### src/rtl/exc_entry_ctrl.sv
module exc_entry_ctrl #(
  parameter int          W      = 32,
  parameter logic [31:0] HI_VEC = 32'hFFFF_0000
) (
  input  logic         clk,
  input  logic         rst_n,
  input  logic         exc_valid,
  input  logic [3:0]   exc_class,
  input  logic [W-1:0] cur_psr,
  input  logic [W-1:0] cur_pc,
  input  logic [5:0]   sec_cfg,
  input  logic         hivec_en,
  input  logic         vic_en,
  input  logic [W-1:0] irq_handler,
  input  logic [W-1:0] s_base,
  input  logic [W-1:0] ns_base,
  input  logic [W-1:0] mon_base,
  input  logic         s_ee,
  input  logic         ns_ee,
  output logic         upd_valid,
  output logic [W-1:0] upd_psr,
  output logic [W-1:0] upd_spsr,
  output logic         spsr_we,
  output logic [W-1:0] upd_lr,
  output logic         lr_we,
  output logic [W-1:0] upd_pc,
  output logic         ns_clr
);
  localparam logic [3:0] C_RST = 4'd0, C_UND = 4'd1, C_SVC = 4'd2, C_SMC = 4'd3,
                         C_IPA = 4'd4, C_EPA = 4'd5, C_IDA = 4'd6, C_EDA = 4'd7,
                         C_IRQ = 4'd8, C_FIQ = 4'd9;
  localparam logic [4:0] M_USR = 5'b10000, M_SVC = 5'b10011, M_UND = 5'b11011,
                         M_ABT = 5'b10111, M_IRQ = 5'b10010, M_FIQ = 5'b10001,
                         M_MON = 5'b10110;

  logic in_mon, secure, is_rst, is_ext, smc_user, to_mon, is_irq;
  logic f_set, a_set, dest_sec;
  logic [4:0]   mode;
  logic [W-1:0] offs, ladd, wbase, pc_n, psr_n;
  logic         abort_int;

  assign in_mon   = cur_psr[4:0] == M_MON;
  assign secure   = !sec_cfg[0] || in_mon;
  assign is_rst   = exc_class == C_RST;
  assign is_irq   = exc_class == C_IRQ;
  assign is_ext   = (exc_class == C_EPA) || (exc_class == C_EDA);
  assign smc_user = (exc_class == C_SMC) && (cur_psr[4:0] == M_USR);
  assign to_mon   = (is_irq && sec_cfg[1]) || ((exc_class == C_FIQ) && sec_cfg[2]) ||
                    (is_ext && sec_cfg[3]) || ((exc_class == C_SMC) && !smc_user);

  always_comb begin
    mode = M_SVC; offs = '0; ladd = W'(4); abort_int = 1'b0;
    case (exc_class)
      C_RST: begin mode = M_SVC; offs = '0; end
      C_UND: begin mode = M_UND; offs = W'(4); end
      C_SVC: begin mode = M_SVC; offs = W'(8); end
      C_SMC: begin mode = smc_user ? M_UND : M_MON; offs = smc_user ? W'(4) : W'(8); end
      C_IPA, C_EPA: begin mode = M_ABT; offs = W'(12); abort_int = 1'b1; end
      C_IDA, C_EDA: begin mode = M_ABT; offs = W'(16); ladd = W'(8); abort_int = 1'b1; end
      C_IRQ: begin mode = M_IRQ; offs = W'(24); abort_int = 1'b1; end
      C_FIQ: begin mode = M_FIQ; offs = W'(28); abort_int = 1'b1; end
      default: begin mode = M_UND; offs = W'(4); end
    endcase
    if (to_mon) mode = M_MON;
  end

  assign f_set    = is_rst || to_mon || (exc_class == C_FIQ);
  assign a_set    = is_rst || to_mon || (abort_int && (secure || sec_cfg[5]));
  assign dest_sec = is_rst || to_mon || secure;
  assign wbase    = hivec_en ? HI_VEC : (secure ? s_base : ns_base);

  always_comb begin
    if (is_rst)                           pc_n = hivec_en ? HI_VEC : '0;
    else if (to_mon)                      pc_n = mon_base + offs;
    else if (is_irq && vic_en)            pc_n = irq_handler;
    else                                  pc_n = wbase + offs;
  end

  always_comb begin
    psr_n       = cur_psr;
    psr_n[4:0]  = mode;
    psr_n[5]    = 1'b0;
    psr_n[7]    = 1'b1;
    psr_n[24]   = 1'b0;
    psr_n[9]    = dest_sec ? s_ee : ns_ee;
    if (f_set) psr_n[6] = 1'b1;
    if (a_set) psr_n[8] = 1'b1;
  end

  always_ff @(posedge clk or negedge rst_n) begin
    if (!rst_n) begin
      upd_valid <= 1'b0; spsr_we <= 1'b0; lr_we <= 1'b0; ns_clr <= 1'b0;
      upd_psr <= '0; upd_spsr <= '0; upd_lr <= '0; upd_pc <= '0;
    end else begin
      upd_valid <= exc_valid;
      spsr_we   <= exc_valid && !is_rst;
      lr_we     <= exc_valid && !is_rst;
      ns_clr    <= exc_valid && (is_rst || in_mon);
      if (exc_valid) begin
        upd_psr  <= psr_n;
        upd_spsr <= cur_psr;
        upd_lr   <= cur_pc + ladd;
        upd_pc   <= pc_n;
      end
    end
  end
endmodule

### config.mk
export PLATFORM = sky130hd
export DESIGN_NAME = exc_entry_ctrl
export DESIGN_NICKNAME = d
export VERILOG_FILES = /design/src/rtl/exc_entry_ctrl.sv
export SDC_FILE = /design/constraint.sdc
export NUM_CORES = 1
export LEC_CHECK = 0
export ABC_AREA = 1
export CAP_MARGIN = 20
export CORE_ASPECT_RATIO = 0.8
export CORE_MARGIN = 1.5
export CORE_UTILIZATION = 47
export DETAILED_ROUTE_END_ITERATION = 6
export PLACE_DENSITY = 0.9
export SKIP_LAST_GASP = 1
export SYNTH_ARGS = -nofsm -noshare
export SYNTH_HDL_FRONTEND = slang
export SYNTH_SLANG_ARGS = --single-unit
### constraint.sdc
create_clock -name clk -period 1.6 [get_ports clk]
set_input_delay 0.4 -clock clk [delete_from_list [all_inputs] [get_ports clk]]
set_output_delay 0.4 -clock clk [all_outputs]
set_load 0.005 [all_outputs]
==> reports/metrics.csv, run 1 <==
metric;value;unit
CTS max path bufs;2;
Cell Rows;42;
mapped cell area;8150;µm²
Synth Area per Inst;6.60;µm²
CTS Buf Count;9;
Post-Synth Adder-Cell Area;0.0147;
compound-gate portion of the synthesized area;0.0805;
Error;[ERROR GRT-0232] Routing congestion too high. Check the congestion heatmap in the GUI.;
status;aborted with a tool error;
largest net degree at the start of global routing;50;
GPL Wtd Cong;1.05;
GRT worst endpoint;upd_pc[28]$_DFFE_PN0P_/D;
Post-synth EDFFs;0;
commonest register cell after synthesis;dfrtp_1;
Synthesis Warnings;0;
main combinational cell family by area after synthesis;simple AND/OR/NAND/NOR gates;
initial antenna violation count;14;
CTS HTree Levels;3;
Die Wd;150;µm
worst endpoint type;sequential cell input;
Failed at;global routing;
DP Wirelength;26200;µm
GRT Util Overall;0.884;
asr flop ratio synth;1.00;
clock sink count;107;
number of distinct library cells after synthesis;44;
Simple-Gate Fraction of Synth Area;0.427;
total congestion overflow;205;
Root Driver;clkbuf_16;
FF+latch count, synth;107;
IO Count;341;
Mapped Cells;1235;
Starting Density;0.486;
xor/xnor cell area share of the yosys netlist;0.0495;
multiplexer share of the synthesized area;0.00246;
Die Y-Extent;121;µm
I/O Buffers;337;
Seq/Total Area, Yosys;0.329;
synth_stat cells (21+ instances only):
cell type | n | area (µm²)
o21ai_0 | 40 | 200
nand2_1 | 437 | 1640
inv_1 | 92 | 345
a21oi_1 | 46 | 230
xnor2_1 | 21 | 184
nand3_1 | 97 | 485
buf_4 | 29 | 218
dfrtp_1 | 107 | 2680
clkbuf_1 | 26 | 97.6
nand4_1 | 24 | 150
xor2_1 | 25 | 219
nor2_1 | 127 | 477
layer usage:
metal / GRT usage / overflow
met1: 0.864 / 6
met2: 0.972 / 94
met3: 0.809 / 12
met4: 0.915 / 91
met5: 0.668 / 2
metrics by stage:
step	util	std cells	worst slack (ns)	area [µm²]
2_1_floorplan	-	1236	-0.863	8370
3_3_place_gp	0.788	1920	-1.64	13200
3_5_place_dp	0.788	1920	-1.76	13200
4_1_cts	0.872	2019	-0.945	14600
cell families after synthesis:
family,after synthesis
adder cells (fa/ha/maj),9
multiplexers,2
AND/OR/NAND/NOR,780
AO/OA/AOI/OAI,118
flip-flops,107
XOR/XNOR,46
other,1
buffers and inverters,172
what timing repair did:
action	in CTS
resized for setup	287
setup endpoints to repair	197
cloned	2
hold buffers	1
buffers inserted	85
endpoints found under the hold margin	20
pin swaps	92
==> run 2, diff against run 1 <==
--- a/config.mk
+++ b/config.mk
@@ -7,11 +7,10 @@
 export LEC_CHECK = 0
 export ABC_AREA = 1
 export CAP_MARGIN = 20
-export CORE_ASPECT_RATIO = 0.8
 export CORE_MARGIN = 1.5
-export CORE_UTILIZATION = 47
+export CORE_UTILIZATION = 40
 export DETAILED_ROUTE_END_ITERATION = 6
-export PLACE_DENSITY = 0.9
+export PLACE_DENSITY_LB_ADDON = 0.15
 export SKIP_LAST_GASP = 1
 export SYNTH_ARGS = -nofsm -noshare
 export SYNTH_HDL_FRONTEND = slang
==> run 2 against run 1 <==
Net effect:
- area after synthesis stayed put
- the flow now finishes, with violations (negative setup slack)
- synthesized cell count unchanged
==> reports/metrics.csv, run 2 <==
metric;value;unit;change
worst reg2reg setup slack;0.68;ns;
Placed Area;13400;µm²;was 13200 µm²
clock sink count;107;;unchanged
top post-synthesis cells by area;dfrtp_1 (33%), nand2_1 (20%), nand3_1 (6.0%), nor2_1 (5.9%), inv_1 (4.2%);;unchanged
RSZ-0062 raised after global routing;yes;;
Final Max Tran Viols;0;;
Setup CP Type;in -> reg;;
largest net degree at the start of global routing;36;;
Crit. End Element;flop;;
# fillers;1469;;
Seq/Total Area, Yosys;0.329;;unchanged
Commonest cells post-synth;nand2_1 (437), nor2_1 (127), dfrtp_1 (107);;unchanged
Root Driver;clkbuf_16;;unchanged
max_slew headroom;0.588;;
largest fanout on the critical path;4;;
I/O Buffers;337;;unchanged
total wire length;38000;µm;
Mapped Cells;1235;;unchanged
first-pass GRT wire length;55900;µm;
vias in the first global route;10631;;
crit path DAT;2.92;ns;
DR iter-0 viols;696;;
worst min path class;in -> reg;;
share of layout cells above drive strength 1;0.320;;
Starting Density;0.405;;was 0.486
GPL Wtd Cong;0.946;;was 1.05
most common cell in the synthesized netlist;nand2_1;;unchanged
Core Box Area;20100;µm²;
final worst setup slack;-1.04;ns;
post-synth top area cell;dfrtp_1;;unchanged
Slew @ Worst Pin;0.613;ns;
initial antenna violation count;1;;
Hold Violations, Final;0;;
commonest register cell after synthesis;dfrtp_1;;unchanged
CTS max path bufs;2;;unchanged
number of distinct library cells after synthesis;44;;unchanged
asr flop ratio synth;1.00;;unchanged
post-route minimum period;2.64;ns;
Post-synth EDFFs;0;;unchanged
mapped cell area;8150;µm²;unchanged
biggest regs;upd_lr: 32 flops, upd_pc: 32 flops, upd_spsr: 32 flops;;
Max-Cap Viols;0;;
Leak Pwr;0.00775;µW;
CTS tree;yes;;
total congestion overflow;0;;
failing checks;negative setup slack;;
CTS HTree Levels;3;;unchanged
most common cell after layout, fill and taps aside;nand2_1;;
CTS clk-pin slew, worst paths;0.08;ns;
FF+latch count, synth;107;;unchanged
setup TNS;-46.75;ns;
Synthesis Warnings;0;;unchanged
PwrDens;593;nW/µm²;
Die Wd;146;µm;was 150 µm
area of the multi-input gates;5740;µm²;
number of setup violations in the final report;68;;
Post-layout nets;2055;;
total power draw;9170;µW;
DR vias;10965;;
via/cell ratio;5.19;;
Req. time, crit path;1.89;ns;
Yosys top cell area share;0.329;;unchanged
skew final;0;ns;
Cell Rows;52;;was 42
die area;21200;µm²;
drt first pass iters;5;;
status;finished, violations left;;was aborted with a tool error
clk_lat worst skew;0.36;ns;
Die Y-Extent;146;µm;was 121 µm
DP Wirelength;25500;µm;was 26200 µm
Max Freq;0.379;GHz;
GRT Util Overall;0.333;;
critical path launch point type;input port;;
post-route cell area;15500;µm²;
Sequential cell area;2680;µm²;
IO Count;341;;unchanged
period utilization;1.65;;
Max rail drop VDD;524;µV;
DRC viols;0;;
commonest non-fill, non-tap cells in the layout;nand2_1 (397), buf_4 (258), clkdlybuf4s50_1 (194);;
CTS Buf Count;9;;unchanged
Synth Area per Inst;6.60;µm²;unchanged
Routed WL per cell;18.0;µm;
post-route ant nets;0;;
area grow syn2layout;90.0;%;
==> run 2: cell counts after synthesis <==
No cell type changed its count.
==> run 2: path summary, 6_finish.rpt <==
path,start,end,cells past startpoint
worst max-delay path,exc_class[3],upd_psr[3],20
worst max register to register,upd_psr[7],upd_psr[7],2
worst min-delay path,cur_psr[2],upd_spsr[2],3
min in group asynchronous,rst_n,upd_spsr[22],2
worst min register to register,upd_spsr[3],upd_spsr[3],2
max in group asynchronous,rst_n,upd_psr[0],3
==> run 2: through the flow <==
stage	hold slack, ns	std cells	setup WS, ns	util
after floorplan	0.104	1236	-0.863	-
after global placement	0.344	1990	-1.65	0.667
after detailed placement	0.350	1990	-1.72	0.667
after CTS	0.295	2107	-0.892	0.738
after global routing	0.293	2113	-1.08	0.770
final	0.303	2113	-1.04	0.770
==> run 2: repair_timing <==
item,CTS,global route
pin swaps,96,107
endpoints found under the hold margin,20,0
hold buffers,1,0
buffers inserted,104,38
setup endpoints to repair,197,74
gates resized for setup,299,149
==> run 2: kinds of logic (layout without fill, tap and decap cells) <==
| group | after synthesis | count (layout) | share of synthesized area |
|---|---|---|---|
| and+or+nand+nor | 780 | 780 | 0.427 |
| buffers and inverters | 172 | 778 | 0.0965 |
| AOI/OAI and AO/OA | 118 | 118 | 0.0805 |
| DFF | 107 | 107 | 0.329 |
| xor gates and xnor gates | 46 | 46 | 0.0495 |
| adders and majority gates | 9 | 9 | 0.0147 |
| muxes | 2 | 2 | 0.00246 |
| other | 1 | 3 | 0.000460 |
==> run 2: cell type report <==
class	count	area share
tap	270	0.0218
multi-input combinational	957	0.371
clock buffer	11	0.0163
inverter	101	0.0270
timing repair buffer	661	0.388
sequential	107	0.173
clock inverter	5	0.00348
antenna	1	0.000162
==> run 2: per-layer routing <==
metal / GRT usage / up-vias / wire (µm)
li1: - / 5147 / -
met1: 0.394 / 5172 / 14400
met2: 0.598 / 513 / 19100
met3: 0.0458 / 133 / 2430
met4: 0.148 / 0 / 2000
met5: 0 / - / 0
==> run 2: where the power goes <==
part | internal (µW) | total, µW | switching (µW)
registers | 2990 | 3170 | 176
logic | 1910 | 3650 | 1740
clock network | 1180 | 2350 | 1170
total | 6080 | 9170 | 3090
==> run 2: worst max-delay path: stages <==
cell and delay, ns:
buf_8 0.10, clkinvlp_4 0.10, nand2_8 0.07, buf_4 0.15
nor3_4 0.23, nor2_2 0.09, buf_4 0.14, buf_4 0.12
buf_4 0.12, buf_4 0.12, buf_4 0.13, buf_4 0.12
buf_4 0.12, buf_4 0.13, buf_4 0.13, buf_4 0.13
buf_4 0.12, buf_4 0.13, buf_4 0.13, o21ai_1 0.13
Power figures use the tool's default switching activity.
